==> src/rtl/dfg_pkg.sv <==
// Shared types for the driver fault filter and latch.
package dfg_pkg;

    // Chip-level fault flags, raw or latched.
    typedef struct packed {
        logic ov;
        logic uv;
        logic tw;
        logic tsd;
    } chip_flags_t;

endpackage

==> src/rtl/dfg_qual_filter.sv <==
// Minimum-duration qualifier for one raw fault flag.
// Counts timebase ticks while the raw flag stays high and saturates at
// THRESH. A low raw flag or a restart request sets the count back to zero.
// qual is high while the raw flag is high and the count has reached THRESH.
// Assumes THRESH >= 1.
module dfg_qual_filter #(
    parameter int unsigned THRESH = 10
) (
    input  logic clk,
    input  logic rst_n,
    input  logic tick,
    input  logic raw,
    input  logic restart,
    output logic qual
);
    localparam int unsigned CW = (THRESH < 2) ? 1 : $clog2(THRESH + 1);
    localparam logic [CW-1:0] LIMIT = CW'(THRESH);

    logic [CW-1:0] cnt;

    // Saturating tick counter, zeroed on a raw drop or a restart.
    always_ff @(posedge clk) begin
        if (!rst_n) begin
            cnt <= '0;
        end else if (restart || !raw) begin
            cnt <= '0;
        end else if (tick && (cnt != LIMIT)) begin
            cnt <= cnt + 1'b1;
        end
    end

    assign qual = raw && (cnt == LIMIT);
endmodule

==> src/rtl/dfg_chan_bank.sv <==
// One bank of per-channel fault qualifiers with sticky status bits.
// Each channel has its own filter. A qualified channel sets its status bit,
// and the bit holds until clr. Assumes clr is a synchronous strobe.
module dfg_chan_bank #(
    parameter int unsigned NUM_CH = 11,
    parameter int unsigned THRESH = 10
) (
    input  logic              clk,
    input  logic              rst_n,
    input  logic              tick,
    input  logic [NUM_CH-1:0] raw,
    input  logic              clr,
    output logic [NUM_CH-1:0] stat
);
    logic [NUM_CH-1:0] qual;

    for (genvar g = 0; g < NUM_CH; g++) begin : g_ch
        dfg_qual_filter #(.THRESH(THRESH)) u_flt (
            .clk     (clk),
            .rst_n   (rst_n),
            .tick    (tick),
            .raw     (raw[g]),
            .restart (clr),
            .qual    (qual[g])
        );
    end

    // Sticky status: set by a qualified flag, cleared only by clr.
    always_ff @(posedge clk) begin
        if (!rst_n) begin
            stat <= '0;
        end else if (clr) begin
            stat <= '0;
        end else begin
            stat <= stat | qual;
        end
    end
endmodule

==> src/rtl/dfg_chip_mon.sv <==
// Chip-level fault qualifiers: supply over/undervoltage, temperature
// warning and thermal shutdown, each with its own filter time.
// Produces the latched flags, the live supply-fault qualifier, and a hold
// that keeps the shutdown active until the raw thermal flag has fallen.
module dfg_chip_mon
    import dfg_pkg::*;
#(
    parameter int unsigned SUP_TICKS = 10,
    parameter int unsigned TW_TICKS  = 500,
    parameter int unsigned TSD_TICKS = 500
) (
    input  logic        clk,
    input  logic        rst_n,
    input  logic        tick,
    input  chip_flags_t raw,
    input  logic        clr,
    output chip_flags_t stat,
    output logic        sup_live,
    output logic        tsd_hold
);
    logic q_ov, q_uv, q_tw, q_tsd;
    chip_flags_t q_all;

    dfg_qual_filter #(.THRESH(SUP_TICKS)) u_ov (
        .clk(clk), .rst_n(rst_n), .tick(tick), .raw(raw.ov), .restart(clr), .qual(q_ov));
    dfg_qual_filter #(.THRESH(SUP_TICKS)) u_uv (
        .clk(clk), .rst_n(rst_n), .tick(tick), .raw(raw.uv), .restart(clr), .qual(q_uv));
    dfg_qual_filter #(.THRESH(TW_TICKS)) u_tw (
        .clk(clk), .rst_n(rst_n), .tick(tick), .raw(raw.tw), .restart(clr), .qual(q_tw));
    dfg_qual_filter #(.THRESH(TSD_TICKS)) u_tsd (
        .clk(clk), .rst_n(rst_n), .tick(tick), .raw(raw.tsd), .restart(clr), .qual(q_tsd));

    // Pack the qualifier outputs into the shared flag type.
    always_comb begin
        q_all.ov  = q_ov;
        q_all.uv  = q_uv;
        q_all.tw  = q_tw;
        q_all.tsd = q_tsd;
    end

    // Sticky chip flags, cleared only by clr.
    always_ff @(posedge clk) begin
        if (!rst_n) begin
            stat <= '0;
        end else if (clr) begin
            stat <= '0;
        end else begin
            stat <= stat | q_all;
        end
    end

    // Shutdown hold: armed on qualification, released once the raw flag is low.
    always_ff @(posedge clk) begin
        if (!rst_n) begin
            tsd_hold <= 1'b0;
        end else begin
            tsd_hold <= raw.tsd && (tsd_hold || q_tsd);
        end
    end

    assign sup_live = q_ov || q_uv;
endmodule

==> src/rtl/dfg_en_gate.sv <==
// Driver enable mask. A channel is off when its overcurrent bit is set.
// All channels are off during thermal shutdown (flag or hold) and during a
// supply fault: the live qualifier always counts, and with lockout high the
// latched supply flags count as well.
module dfg_en_gate
    import dfg_pkg::*;
#(
    parameter int unsigned NUM_CH = 11
) (
    input  logic [NUM_CH-1:0] oc_stat,
    input  chip_flags_t       chip_stat,
    input  logic              sup_live,
    input  logic              tsd_hold,
    input  logic              lockout,
    output logic [NUM_CH-1:0] drv_en
);
    logic sup_off;
    logic all_off;

    // Combine the global shutdown causes and mask the per-channel faults.
    always_comb begin
        sup_off = sup_live || (lockout && (chip_stat.ov || chip_stat.uv));
        all_off = chip_stat.tsd || tsd_hold || sup_off;
        drv_en  = all_off ? '0 : ~oc_stat;
    end
endmodule

==> src/rtl/drv_fault_guard.sv <==
// Top of the driver fault filter and latch. Filters the per-channel
// overcurrent and open-load flags and the chip-level flags, keeps the
// sticky status words (channels at bits 1..NUM_CH), and drives the
// per-channel enable mask. Assumes every raw flag is already synchronous
// to clk.
module drv_fault_guard
    import dfg_pkg::*;
#(
    parameter int unsigned NUM_CH    = 11,
    parameter int unsigned OC_TICKS  = 10,
    parameter int unsigned OL_TICKS  = 500,
    parameter int unsigned SUP_TICKS = 10,
    parameter int unsigned TW_TICKS  = 500,
    parameter int unsigned TSD_TICKS = 500
) (
    input  logic              clk,
    input  logic              rst_n,
    input  logic              tick,
    input  logic [NUM_CH-1:0] oc_raw,
    input  logic [NUM_CH-1:0] ol_raw,
    input  logic              ov_raw,
    input  logic              uv_raw,
    input  logic              tw_raw,
    input  logic              tsd_raw,
    input  logic              lockout,
    input  logic              clr,
    output logic [NUM_CH:0]   stat_oc,
    output logic [NUM_CH:0]   stat_ol,
    output logic              tw_flag,
    output logic              tsd_flag,
    output logic              ov_flag,
    output logic              uv_flag,
    output logic [NUM_CH-1:0] drv_en
);
    logic [NUM_CH-1:0] oc_bits;
    logic [NUM_CH-1:0] ol_bits;
    chip_flags_t       chip_raw;
    chip_flags_t       chip_stat;
    logic              sup_live;
    logic              tsd_hold;

    // Gather the chip-level raw flags into the shared type.
    always_comb begin
        chip_raw.ov  = ov_raw;
        chip_raw.uv  = uv_raw;
        chip_raw.tw  = tw_raw;
        chip_raw.tsd = tsd_raw;
    end

    dfg_chan_bank #(.NUM_CH(NUM_CH), .THRESH(OC_TICKS)) u_oc (
        .clk(clk), .rst_n(rst_n), .tick(tick), .raw(oc_raw), .clr(clr), .stat(oc_bits));

    dfg_chan_bank #(.NUM_CH(NUM_CH), .THRESH(OL_TICKS)) u_ol (
        .clk(clk), .rst_n(rst_n), .tick(tick), .raw(ol_raw), .clr(clr), .stat(ol_bits));

    dfg_chip_mon #(.SUP_TICKS(SUP_TICKS), .TW_TICKS(TW_TICKS), .TSD_TICKS(TSD_TICKS)) u_chip (
        .clk(clk), .rst_n(rst_n), .tick(tick), .raw(chip_raw), .clr(clr),
        .stat(chip_stat), .sup_live(sup_live), .tsd_hold(tsd_hold));

    dfg_en_gate #(.NUM_CH(NUM_CH)) u_gate (
        .oc_stat(oc_bits), .chip_stat(chip_stat), .sup_live(sup_live),
        .tsd_hold(tsd_hold), .lockout(lockout), .drv_en(drv_en));

    assign stat_oc  = {oc_bits, 1'b0};
    assign stat_ol  = {ol_bits, 1'b0};
    assign tw_flag  = chip_stat.tw;
    assign tsd_flag = chip_stat.tsd;
    assign ov_flag  = chip_stat.ov;
    assign uv_flag  = chip_stat.uv;
endmodule

==> config.mk <==
export PLATFORM = sky130hd
export DESIGN_NAME = drv_fault_guard
export DESIGN_NICKNAME = d
export VERILOG_FILES = /design/src/rtl/dfg_pkg.sv /design/src/rtl/dfg_qual_filter.sv /design/src/rtl/dfg_chan_bank.sv /design/src/rtl/dfg_chip_mon.sv /design/src/rtl/dfg_en_gate.sv /design/src/rtl/drv_fault_guard.sv
export SDC_FILE = /design/constraint.sdc
export NUM_CORES = 1
export LEC_CHECK = 0
export BUFFER_PORTS_ARGS = -buffer_cell sky130_fd_sc_hd__buf_2
export CORE_MARGIN = 2
export CORE_UTILIZATION = 55
export DETAILED_ROUTE_END_ITERATION = 10
export PLACE_DENSITY = 0.74
export SYNTH_ARGS = -nofsm -noshare
export SYNTH_HDL_FRONTEND = slang
export SYNTH_SLANG_ARGS = --single-unit
==> constraint.sdc <==
create_clock -name clk -period 1.65 [get_ports clk]
set_input_delay 0 -clock clk [delete_from_list [all_inputs] [get_ports clk]]
set_output_delay 0 -clock clk [all_outputs]
set_load 0.01 [all_outputs]
Word-level counts from Yosys, hierarchy flattened
Index checks and enable logic that the tools add are counted.
W data, S select, Z words.
{ "totals": {"out_inout_bits": 39, "wordCells": 256, "reg_bits": 196, "input_bits": 31} }
{ "classes": {"bitwise_logic": 5, "n_mux": 1, "eq_ne": 52, "reduce_logical": 139, "n_addsub": 26} }
{ "ops": {"columns": ["operator", "n"], "rows": [
  ["$add A9 B1 Y9 const B", 13],
  ["$eq A9 B9 Y1 const B", 13],
  ["$ne A9 B9 Y1 const B", 13],
  ["$logic_and A1 B1 Y1", 54],
  ["$reduce_or A2 Y1", 27],
  ["$add A4 B1 Y4 const B", 13],
  ["$eq A4 B4 Y1 const B", 13],
  ["$ne A4 B4 Y1 const B", 13],
  ["$logic_or A1 B1 Y1", 32],
  ["$logic_not A1 Y1", 26],
  ["$or A11 B11 Y11", 2],
  ["$mux W11", 1],
  ["$not A11 Y11", 1],
  ["$or A4 B4 Y4", 1],
  ["$not A1 Y1", 1]
]} }

Logic depth before layout (Yosys ltp)
Gate-level depths: netlist of run 1.
{ "depth": {"depth_word": 6, "ltp_mapped": 7, "depth_no_buf": 5} }

By module
Synthesis of run 1 repeated with hierarchy kept, for this count alone.
{ "unflattened": {"hier_cells": 1104, "hier_area_um2": 9887.0} }
{ "by_module_without_submodules": {"columns": ["module", "area_each_um2", "instances", "seq_area_each_um2", "cells_per_inst"], "rows": [
  ["dfg_qual_filter (u_chip.u_tsd ...)", 461.7, 13, 180.2, 52],
  ["dfg_qual_filter (u_chip.u_ov ...)", 222.7, 13, 80.1, 24],
  ["dfg_chan_bank", 327.8, 2, 220.2, 35],
  ["dfg_chip_mon", 160.2, 1, 100.1, 16],
  ["dfg_en_gate", 155.1, 1, 0.0, 27],
  ["drv_fault_guard", 18.8, 1, 0.0, 3]
]} }

Least setup slack after synthesis of run 1
Ideal clock, no wire load.
{ "synth_path": {"path_kind": "register -> register", "startpoint": "reg u_oc.g_ch[7].u_flt.cnt[0]", "endpoint": "reg u_oc.g_ch[7].u_flt.cnt[2]", "stages_incl_launch_ff": 6, "arrival_time_ps": 1269, "path_slack_ps": 311, "setup_time_ps": 70, "n_path_buf": 0, "cell_sequence": "dfxtp_1 -> inv_1 -> ha_1 -> and3b_1 -> or4_1 -> a21oi_1"} }
{ "synth_via": {"elab_chain_len": 2, "word_cells_on_any_way": 3, "classes_between": "add/sub (1); eq/ne (1); reduce/logical (1)"} }
{ "synth_lines": {"columns": ["item", "line", "rtl"], "rows": [
  ["start: declaration", "dfg_qual_filter.sv:19", "logic [CW-1:0] cnt;"],
  ["start signal: assignment", "dfg_qual_filter.sv:28", "cnt <= cnt + 1'b1;"],
  ["branches (longest 2 deep; another with $add A4 B1 Y4)", null, null]
]} }
Parallel ways; which one is timed is not known.
A chain may end at the register's enable or synchronous reset.

Worst setup path after layout of run 1
{ "layout_path": {"startpoint": "reg u_chip.u_ov.cnt[0]", "endpoint": "out drv_en[5]"} }
{ "layout_via": {"elab_chain_len": 6} }
{ "layout_lines": {"columns": ["item", "line", "rtl"], "rows": [
  ["start: declaration", "dfg_qual_filter.sv:19", null],
  ["start signal: assignment", "dfg_qual_filter.sv:28", null],
  ["$eq A4 B4 Y1", "dfg_qual_filter.sv:32", "assign qual = raw && (cnt == LIMIT);"],
  ["$logic_and A1 B1 Y1", "dfg_qual_filter.sv:32", null],
  ["$logic_or A1 B1 Y1", "dfg_chip_mon.sv:61", "assign sup_live = q_ov || q_uv;"],
  ["$logic_or A1 B1 Y1", "dfg_en_gate.sv:22", "sup_off = sup_live || (lockout && (chip_stat.ov || chip_stat.uv));"],
  ["$logic_or A1 B1 Y1", "dfg_en_gate.sv:23", "all_off = chip_stat.tsd || tsd_hold || sup_off;"],
  ["$mux W11", "dfg_en_gate.sv:24", "drv_en = all_off ? '0 : ~oc_stat;"],
  ["end: declaration", "drv_fault_guard.sv:33", "output logic [NUM_CH-1:0] drv_en"]
]} }
No other way between the ends.

==> impl_metrics.py, run 1 <==
metrics = {
    "power": {
        "vdd_drop_max_mv": 0.842,
        "p_comb_frac": 0.050,
        "p_int_mw": 7.29,
        "switchingPower_mw": 2.05,
        "p_seq_frac": 0.512,
        "pwr-share-clk": 0.438,
        "leakagePower_nw": 4.03,
        "p_sw_frac": 0.220,
        "p_total_mw": 9.34,
        "pwr_density_cell_nw_per_um2": 834,
    },
    "placed_design": {
        "globalplace.congestion": 0.790,
        "pre_cts_slack_ns": 0.159,
        "hpwl_um": 13400,
        "portBuffers": 67,
        "placed_area_um2": 10200,
    },
    "route": {
        "vias": 8358,
        "wire_per_inst_um": 14.2,
        "drc_errors": 0,
        "routed_wl_um": 20400,
        "drtAntennaViolNets": 0,
        "drt_iter0_markers": 469,
        "vias_per_cell": 5.82,
        "drt-pass1-iter-count": 5,
    },
    "global_routing": {
        "grt-ovfl-total": 0,
        "grt_usage": 0.223,
        "antenna_found_initial": 0,
        "grt_pass1_vias": 7479,
        "grt_max_degree": 48,
        "grt_pass1_wl_um": 34100,
    },
    "yosys": {
        "yosys_warnings": 0,
        "synth_area_um2": 9610,
        "synth_top_area_share": 0.408,
        "syn_avg_cell_area_um2": 8.80,
        "synth_ff_type": "dfxtp_1",
        "synthTopCellsByArea": "dfxtp_1, a21oi_1, ha_1, inv_1, nand2_1",
        "synth-seq-cells": 196,
        "synth_edf_count": 0,
        "yosysUniqueCellTypes": 36,
        "synthCells": 1092,
        "synth-seq-area-share": 0.408,
        "yosys.area.top_type": "dfxtp_1",
        "yosysMostFrequentCell": "dfxtp_1",
        "async_reset_ff_frac": 0,
        "netlist_top_cells_count": "dfxtp_1, a21oi_1, inv_1, nand2_1, nor2_1",
    },
    "worst_setup_path": {
        "cp.required_ns": 1.65,
        "cp_slowest_cell": "dfxtp_2",
        "crit_path_max_incr_delay_ns": 0.34,
        "worst-setup-path-type": "flip-flop to primary output",
        "cp_data_arrival_time_ns": 1.68,
        "path_common_cell": "buf_6",
        "crit_chain": "inv_2, ha_4, nand4b_1, nand4_1, buf_6, nor2_4, buf_6",
        "endpoint_kind": "primary output",
        "crit_path_max_fanout": 5,
        "crit_path_start_kind": "flip-flop",
    },
    "status": {
        "outcome": "finished, violations left",
        "violations": "negative setup slack",
    },
    "final_layout": {
        "post-route-util": 0.652,
        "layout.nets": 1281,
        "fin_area_um2": 11200,
        "fillCellCount": 1422,
        "area_delta_synth_final_pct": 16.5,
        "drive_above_1_share": 0.116,
        "antenna_cells": 0,
    },
    "clock_network": {
        "clkSlewWorstSetupHoldPaths_ns": 0.06,
        "cts_sinks": 196,
        "cts_tree": "built",
        "clkLatencyLatePin_ns": 0.43,
        "cts_made_buffers": 17,
        "clockBufferDepth": 2,
        "clockRootBuffer": "clkbuf_16",
        "htree_levels": 4,
    },
    "floorplanning": {
        "num_rows": 48,
        "coreArea_um2": 17200,
        "start_util": 0.560,
        "ioPinCount": 70,
        "die_h_um": 136,
        "die_area_um2": 18600,
        "dieWidth_um": 136,
    },
    "sta": {
        "min_period_ns": 1.68,
        "setup_tns_ns": -0.195,
        "rsz0062_at_grt": "yes",
        "slew_headroom": 0.636,
        "min_period_over_period": 1.02,
        "fmax_ghz": 0.594,
        "worstMarginPinSlew_ns": 0.545,
        "layout_setup_ws_ns": -0.0347,
        "finalSetupViolCount": 11,
        "slew_violations": 0,
        "skew_ns": 0.00900,
        "hold_viol_final": 0,
    },
    "worst_hold_path": {
        "min_path_type": "primary input to flip-flop",
    },
    "flow_run": {
        "maxCapViolations": 0,
    },
}
==> path summary, 6_finish.rpt <==
check / from / endpoint / slack [ns] / cells after the start
worst min register to register: u_ol.stat[5]$_SDFF_PP0_ / u_ol.stat[5]$_SDFF_PP0_ / 0.47 / 2
worst max-delay path: u_chip.u_ov.cnt[0]$_SDFFE_PP0P_ / drv_en[5] / -0.03 / 7
worst max register to register: u_chip.u_ov.cnt[0]$_SDFFE_PP0P_ / u_chip.stat[3]$_SDFF_PP0_ / 0.08 / 10
worst min-delay path: rst_n / u_chip.tsd_hold$_SDFF_PN0_ / 0.07 / 4
==> power groups by stage <==
stage	registers [mW]	clock network, mW	logic (mW)
after global routing	4.79	4.37	0.514
after detailed placement	4.89	0	0.408
final	4.78	4.09	0.468
after floorplan	4.89	0	0.271
after global placement	4.89	0	0.401
after CTS	4.78	4.16	0.463
==> logic make-up (layout without fill, tap and decap cells) <==
family                   Yosys count  after routing  share of synthesized area
flip-flops                       196            196                      0.408
multiplexers                      26             26                     0.0271
XOR/XNOR                          26             26                     0.0237
other                              1              2                   0.000390
adder cells (fa/ha/maj)           52             52                     0.0677
buffers and inverters            112            229                     0.0514
AND/OR/NAND/NOR                  404            404                      0.253
AO/OA/AOI/OAI                    275            275                      0.169
==> cell type report <==
cell class              instances  area (um2)  area share
clock buffers                  23         478      0.0427
clock inverters                 8         101     0.00905
inverters                      81         304      0.0272
multi-input cells             785        5250       0.469
flip-flops and latches        196        3930       0.351
well taps                     225         282      0.0251
repair buffers                117         855      0.0763
==> cells in the final DEF (no fill, tap or decap), types with 39 or more instances in the layout <==
cell type  instances
a21oi_1          143
buf_2             65
dfxtp_1          193
ha_1              50
inv_1             79
nand2_1           79
nand3_1           39
nand3b_1          39
nand4_1           47
nor2_1            56
o21ai_0           51
==> metrics by stage <==
| stage | cells | hold WS [ns] |
|---|---|---|
| final | 1435 | 0.0659 |
| after global routing | 1435 | 0.0815 |
| after CTS | 1430 | 0.0464 |
| after detailed placement | 1363 | 0.255 |
| after global placement | 1363 | 0.240 |
| after floorplan | 1093 | 0.119 |
==> state kept, by name (all words and copies together) (netlist names) <==
name	cells
u_chip.stat	4
u_chip.tsd_hold	1
u_chip.u_ov.cnt	4
u_chip.u_tsd.cnt	9
u_chip.u_tw.cnt	9
u_chip.u_uv.cnt	4
u_oc.g_ch.u_flt.cnt	44
u_oc.stat	11
u_ol.g_ch.u_flt.cnt	99
u_ol.stat	11
==> worst max-delay path: cells and delay by family, from the launching register on <==
kind          cells  cell delay (ns)
fa+ha+maj         1             0.15
buf+inv           3             0.35
flops             1             0.34
simple gates      3             0.41
==> timing repair <==
action / in CTS / in global routing
setup endpoints to repair: 11 / 12
gates resized for setup: 10 / 12
buffers inserted: 9 / 5
hold endpoints to repair: 101 / 0
pin swaps: 4 / 4
hold buffers: 26 / 0
cloned: 1 / 0
==> layer usage <==
metal | global-route usage | share of wire | up-vias
met3 | 0.0470 | 0.041 | 18
met4 | 0.0509 | 0.0080 | 0
met1 | 0.293 | 0.49 | 3945
met5 | 0 | 0 | -
li1 | - | - | 4236
met2 | 0.375 | 0.46 | 159
(Power assumes the default switching activity.)
==> run 2: changes to the inputs <==
- BUFFER_PORTS_ARGS: -buffer_cell sky130_fd_sc_hd__buf_2 -> -buffer_cell sky130_fd_sc_hd__buf_4
==> run 2 against run 1 <==
Compared with the run above:
- the flow still finishes with violations (negative setup slack)
- global-route usage rose by 0.60 points
- clock power rose by 3%
- worst setup slack got worse by 0.047 ns
- first-iteration DRC count rose by 12%
- die area did not move
- clock skew fell by 0.0025 ns
- total power rose by 1.5%
- routed wire length rose by 3.1%
- register-to-register slack improved by 0.07 ns
- core utilization rose by 1.1 points
- sequential power barely moved
- cell count barely moved
- critical path type unchanged
==> impl_metrics.py, run 2 (same netlist as run 1, synthesis figures left out) <==
metrics = {
    "final_layout": {
        "antenna_cells": 0,
        "top_regs": "u_ol.g_ch.u_flt.cnt (99), u_oc.g_ch.u_flt.cnt (44)",
        "layout.nets": 1281,
        "largest_register": "u_ol.g_ch.u_flt.cnt",
        "post-route-util": 0.663,
        "mostFrequentLayoutCell": "dfxtp_1",
        "fillCellCount": 1444,
        "fin_area_um2": 11400,
        "area_delta_synth_final_pct": 18.4,
        "layout_common_cells": "dfxtp_1, a21oi_1, buf_4",
        "largest_reg_flops": 99,
        "drive_above_1_share": 0.121,
        "instances_no_fill": 1436,
    },
    "power": {
        "vdd_drop_max_mv": 0.770,
        "p_int_mw": 7.42,
        "p_total_mw": 9.49,
        "p_comb_frac": 0.050,
        "p_seq_frac": 0.504,
        "pwr_density_cell_nw_per_um2": 833,
        "leakagePower_nw": 4.09,
        "pwr-share-clk": 0.445,
        "p_sw_frac": 0.218,
        "switchingPower_mw": 2.07,
    },
    "floorplanning": {
        "ioPinCount": 70,
        "start_util": 0.560,
        "die_h_um": 136,
        "num_rows": 48,
        "coreArea_um2": 17200,
        "die_area_um2": 18600,
        "dieWidth_um": 136,
    },
    "clock_network": {
        "clkLatencyLatePin_ns": 0.43,
        "clkSlewWorstSetupHoldPaths_ns": 0.07,
        "cts_tree": "built",
        "clockRootBuffer": "clkbuf_16",
        "cts_made_buffers": 17,
        "cts_sinks": 196,
        "clockBufferDepth": 2,
        "htree_levels": 4,
    },
    "sta": {
        "finalSetupViolCount": 11,
        "min_period_over_period": 1.05,
        "min_period_ns": 1.73,
        "timing.hold.ws_ns": 0.0614,
        "rsz0062_at_grt": "yes",
        "fmax_ghz": 0.577,
        "layout_setup_ws_ns": -0.0818,
        "slew_violations": 0,
        "skew_ns": 0.00645,
        "hold_viol_final": 0,
    },
    "route": {
        "drt-pass1-iter-count": 5,
        "drtAntennaViolNets": 0,
        "routed_wl_um": 21100,
        "vias_per_cell": 5.82,
        "vias": 8363,
        "maxUsedRoutingLayer": "met4",
        "wire_per_inst_um": 14.7,
        "met3WireLength_um": 937,
        "wl_met2_um": 10200,
        "wl_met1_um": 9750,
        "drc_errors": 0,
        "drt_iter0_markers": 524,
    },
    "placed_design": {
        "globalplace.congestion": 0.795,
        "placed_cells": 1366,
        "portBuffers": 67,
        "placed_area_um2": 10300,
        "hpwl_um": 13800,
    },
    "global_routing": {
        "grt_max_degree": 51,
        "grt_pass1_vias": 7613,
        "grt_usage": 0.229,
        "grt-ovfl-total": 0,
        "antenna_found_initial": 0,
        "grt_pass1_wl_um": 34700,
    },
    "worst_setup_path": {
        "rr_worst_depth": 5,
        "crit_path_start_kind": "flip-flop",
        "endpoint_kind": "primary output",
        "cp_data_arrival_time_ns": 1.73,
        "crit_path_max_fanout": 5,
        "worst-setup-path-type": "flip-flop to primary output",
        "cp.required_ns": 1.65,
        "cp_slowest_cell": "dfxtp_2",
        "crit_chain": "inv_2, ha_4, nand4b_1, nand4_1, buf_6, nor2_2, buf_4",
        "crit_path_max_incr_delay_ns": 0.33,
    },
    "worst_hold_path": {
        "min_path_type": "primary input to flip-flop",
        "hold_path_depth": 3,
    },
    "status": {
        "violations": "negative setup slack",
        "outcome": "finished, violations left",
    },
    "flow_run": {
        "maxCapViolations": 0,
    },
}
run 2: cell types whose count changed in the layout (fill, tap and decap cells not counted), sizes merged:
cell    change
bufinv      +1
run 2: final cells by class:
cell class	instances	area (um2)	share of cell area
Timing Repair Buffer	117	986	0.0866
Clock buffer	23	468	0.0411
Tap cell	225	282	0.0247
Inverter	81	304	0.0267
Multi-Input combinational cell	785	5290	0.465
Sequential cell	196	3930	0.345
Clock inverter	9	128	0.0112
run 2: worst paths after layout:
| kind | from | to | slack (ns) |
|---|---|---|---|
| worst min-delay path | rst_n | u_chip.tsd_hold$_SDFF_PN0_ | 0.06 |
| worst max-delay path | u_chip.u_ov.cnt[0]$_SDFFE_PP0P_ | drv_en[0] | -0.08 |
| worst max register to register | u_oc.g_ch[2].u_flt.cnt[0]$_SDFFE_PP0P_ | u_oc.g_ch[2].u_flt.cnt[2]$_SDFFE_PP0P_ | 0.15 |
| worst min register to register | u_chip.stat[1]$_SDFF_PP0_ | u_chip.stat[1]$_SDFF_PP0_ | 0.47 |
run 2: through the flow:
step	setup slack, ns	setup TNS, ns
4_1_cts	-0.0463	-0.245
6_report	-0.0818	-0.583
3_3_place_gp	0.220	0
2_1_floorplan	0.311	0
5_1_grt	-0.133	-1.28
3_5_place_dp	0.167	0
run 2: per-layer routing:
metal / up-vias / global-route usage
met3: 24 / 0.0488
met5: - / 0
met2: 180 / 0.389
li1: 4230 / -
met1: 3929 / 0.290
met4: 0 / 0.0712
run 2: worst max-delay path: cells and delay by family (launching register included):
kind	cells	cell delay, ns
DFF	1	0.33
adders and majority gates	1	0.15
buffers and inverters	3	0.39
and+or+nand+nor	3	0.43
run 2: power groups by stage:
| stage | sequential, mW | combinational [mW] | clock [mW] |
|---|---|---|---|
| 3_3_place_gp | 4.89 | 0.410 | 0 |
| 5_1_grt | 4.79 | 0.525 | 4.51 |
| 6_report | 4.79 | 0.479 | 4.22 |
| 3_5_place_dp | 4.89 | 0.418 | 0 |
| 2_1_floorplan | 4.89 | 0.271 | 0 |
| 4_1_cts | 4.78 | 0.474 | 4.31 |
run 2: timing repair:
item / 4_1_cts / 5_1_grt
buffers inserted: 9 / 3
cloned: 1 / 0
endpoints found under the setup margin: 11 / 13
pin swaps: 8 / 9
hold endpoints to repair: 106 / 0
hold buffers: 26 / 0
gates resized for setup: 16 / 22
==> run 3: changes to the inputs <==
--- a/constraint.sdc
+++ b/constraint.sdc
@@ -3,2 +3,2 @@
 set_output_delay 0 -clock clk [all_outputs]
-set_load 0.01 [all_outputs]
+set_load 0.005 [all_outputs]
==> run 3 against run 2 <==
Compared with the run above:
- the run still ends with negative setup slack left
- register-to-register slack barely moved
- cell count did not move
- maximum frequency up 0.70%
- combinational power about the same
- worst setup slack improved by 0.012 ns
- count of clock-buffer cells in the layout unchanged
- die area did not move
- critical endpoint unchanged
==> impl_metrics.py, run 3 (same netlist as run 1, synthesis figures left out) <==
metrics = {
    "worst_setup_path": {
        "worst_r2r_endpoint": "u_ol.g_ch[2].u_flt.cnt[0]$_SDFFE_PP0P_",
        "crit_chain": "inv_2, ha_4, nand4b_1, nand4_1, buf_6, nor2_2, buf_4",
        "endpoint_kind": "primary output",
        "cp_num_cells": 7,
        "worst-setup-path-type": "flip-flop to primary output",
        "cp_slowest_cell": "dfxtp_2",
        "crit_path_max_incr_delay_ns": 0.33,
        "crit_family": "simple AND/OR/NAND/NOR gates",
        "rr_worst_depth": 5,
        "crit_path_start_kind": "flip-flop",
        "cp.required_ns": 1.65,
        "r2r_slack_ns": 0.14,
        "crit_buf_inv": 3,
        "rr_startpoint": "u_ol.g_ch[2].u_flt.cnt[0]$_SDFFE_PP0P_",
        "cp_data_arrival_time_ns": 1.72,
        "crit_path_max_fanout": 5,
    },
    "final_layout": {
        "mostFrequentLayoutCell": "dfxtp_1",
        "layout.nets": 1281,
        "antenna_cells": 0,
        "largest_reg_flops": 99,
        "instances_no_fill": 1436,
        "drive_above_1_share": 0.121,
        "largest_register": "u_ol.g_ch.u_flt.cnt",
        "top_regs": "u_ol.g_ch.u_flt.cnt (99), u_oc.g_ch.u_flt.cnt (44)",
        "layout_common_cells": "dfxtp_1, a21oi_1, buf_4",
        "area_delta_synth_final_pct": 18.4,
    },
    "worst_hold_path": {
        "holdPathEnd": "u_chip.tsd_hold$_SDFF_PN0_",
        "min_path_type": "primary input to flip-flop",
        "hp-start": "rst_n",
        "hold_path_depth": 3,
    },
    "clock_network": {
        "clockBufferDepth": 2,
        "clockRootBuffer": "clkbuf_16",
        "cts_tree": "built",
        "clkSlewWorstSetupHoldPaths_ns": 0.07,
        "cts_made_buffers": 17,
        "cts_sinks": 196,
        "htree_levels": 4,
        "clkLatencyLatePin_ns": 0.43,
    },
    "sta": {
        "skew_ns": 0.00639,
        "finalSetupViolCount": 11,
        "hold_viol_final": 0,
        "min_period_ns": 1.72,
        "min_period_over_period": 1.04,
        "layout_setup_ws_ns": -0.0698,
        "timing.hold.ws_ns": 0.0614,
        "slew_violations": 0,
        "fmax_ghz": 0.581,
        "rsz0062_at_grt": "yes",
    },
    "floorplanning": {
        "coreArea_um2": 17200,
        "die_h_um": 136,
        "num_rows": 48,
        "start_util": 0.560,
        "die_area_um2": 18600,
        "ioPinCount": 70,
        "dieWidth_um": 136,
    },
    "route": {
        "drc_errors": 0,
        "drt_iter0_markers": 527,
        "wire_per_inst_um": 14.7,
        "drt-pass1-iter-count": 5,
        "routed_wl_um": 21100,
        "vias_per_cell": 5.82,
        "drtAntennaViolNets": 0,
        "vias": 8352,
    },
    "status": {
        "outcome": "finished, violations left",
        "violations": "negative setup slack",
    },
    "placed_design": {
        "globalplace.congestion": 0.795,
        "pre_cts_slack_ns": 0.167,
        "portBuffers": 67,
        "placed_cells": 1366,
        "hpwl_um": 13800,
    },
    "power": {
        "vdd_drop_max_mv": 0.766,
        "pwr_density_cell_nw_per_um2": 833,
        "leakagePower_nw": 4.09,
        "p_total_mw": 9.48,
    },
    "global_routing": {
        "grt_pass1_wl_um": 34700,
        "antenna_found_initial": 0,
        "grt_usage": 0.229,
        "grt_max_degree": 51,
        "grt-ovfl-total": 0,
        "grt_pass1_vias": 7613,
    },
    "flow_run": {
        "maxCapViolations": 0,
    },
}
## run 3: cell counts in the layout (fill, tap and decap cells not counted)
Identical to the previous run, type by type.
## run 3: through the flow
stage	utilization	setup TNS (ns)	area, um2
2_1_floorplan	-	0	9620
3_3_place_gp	0.600	0	10300
3_5_place_dp	0.600	0	10300
4_1_cts	0.657	-0.160	11300
5_1_grt	0.663	-1.18	11400
6_report	0.663	-0.469	11400
## run 3: worst max path at each step
stage	start	to	slack (ns)
final	u_chip.u_ov.cnt[0]$_SDFFE_PP0P_	drv_en[0]	-0.07
after global routing	u_chip.u_ov.cnt[0]$_SDFFE_PP0P_	drv_en[7]	-0.12
after CTS	u_chip.u_ov.cnt[0]$_SDFFE_PP0P_	drv_en[4]	-0.04
after detailed placement	u_ol.g_ch[8].u_flt.cnt[0]$_SDFFE_PP0P_	u_ol.g_ch[8].u_flt.cnt[1]$_SDFFE_PP0P_	0.17
after global placement	u_ol.g_ch[7].u_flt.cnt[0]$_SDFFE_PP0P_	u_ol.g_ch[7].u_flt.cnt[1]$_SDFFE_PP0P_	0.22
after floorplan	u_oc.g_ch[7].u_flt.cnt[0]$_SDFFE_PP0P_	u_oc.g_ch[7].u_flt.cnt[2]$_SDFFE_PP0P_	0.31
## run 3: what timing repair did
item | 4_1_cts | 5_1_grt
resized for setup | 16 | 22
pin swaps | 8 | 9
cloned | 1 | 0
buffers inserted | 9 | 3
endpoints found under the setup margin | 11 | 13
hold buffers | 26 | 0
endpoints found under the hold margin | 106 | 0
## run 3: tightest hold or removal path, stage by stage
cell     delay, ns
buf_4         0.26
nand2_1       0.13
nor2_1        0.04
## run 3: power breakdown
| group | internal [mW] | switching [mW] | total [mW] |
|---|---|---|---|
| Clock | 2.46 | 1.76 | 4.22 |
| Combinational | 0.200 | 0.278 | 0.478 |
| Sequential | 4.76 | 0.0291 | 4.79 |
| Total | 7.42 | 2.07 | 9.48 |
## run 3: area by class of cell
type,count,area [um2]
fillers,1444,5790
inverters,81,304
well taps,225,282
repair buffers,117,986
multi-input cells,785,5290
flip-flops and latches,196,3930
clock buffers,23,468
clock inverters,9,128
## run 3: layer usage
layer  part of all wire  up-vias  global-route usage
met3              0.042       25              0.0488
met1               0.47     3926               0.290
met2               0.48      173               0.389
li1                   -     4228                   -
met5                  0        -                   0
met4              0.010        0              0.0712
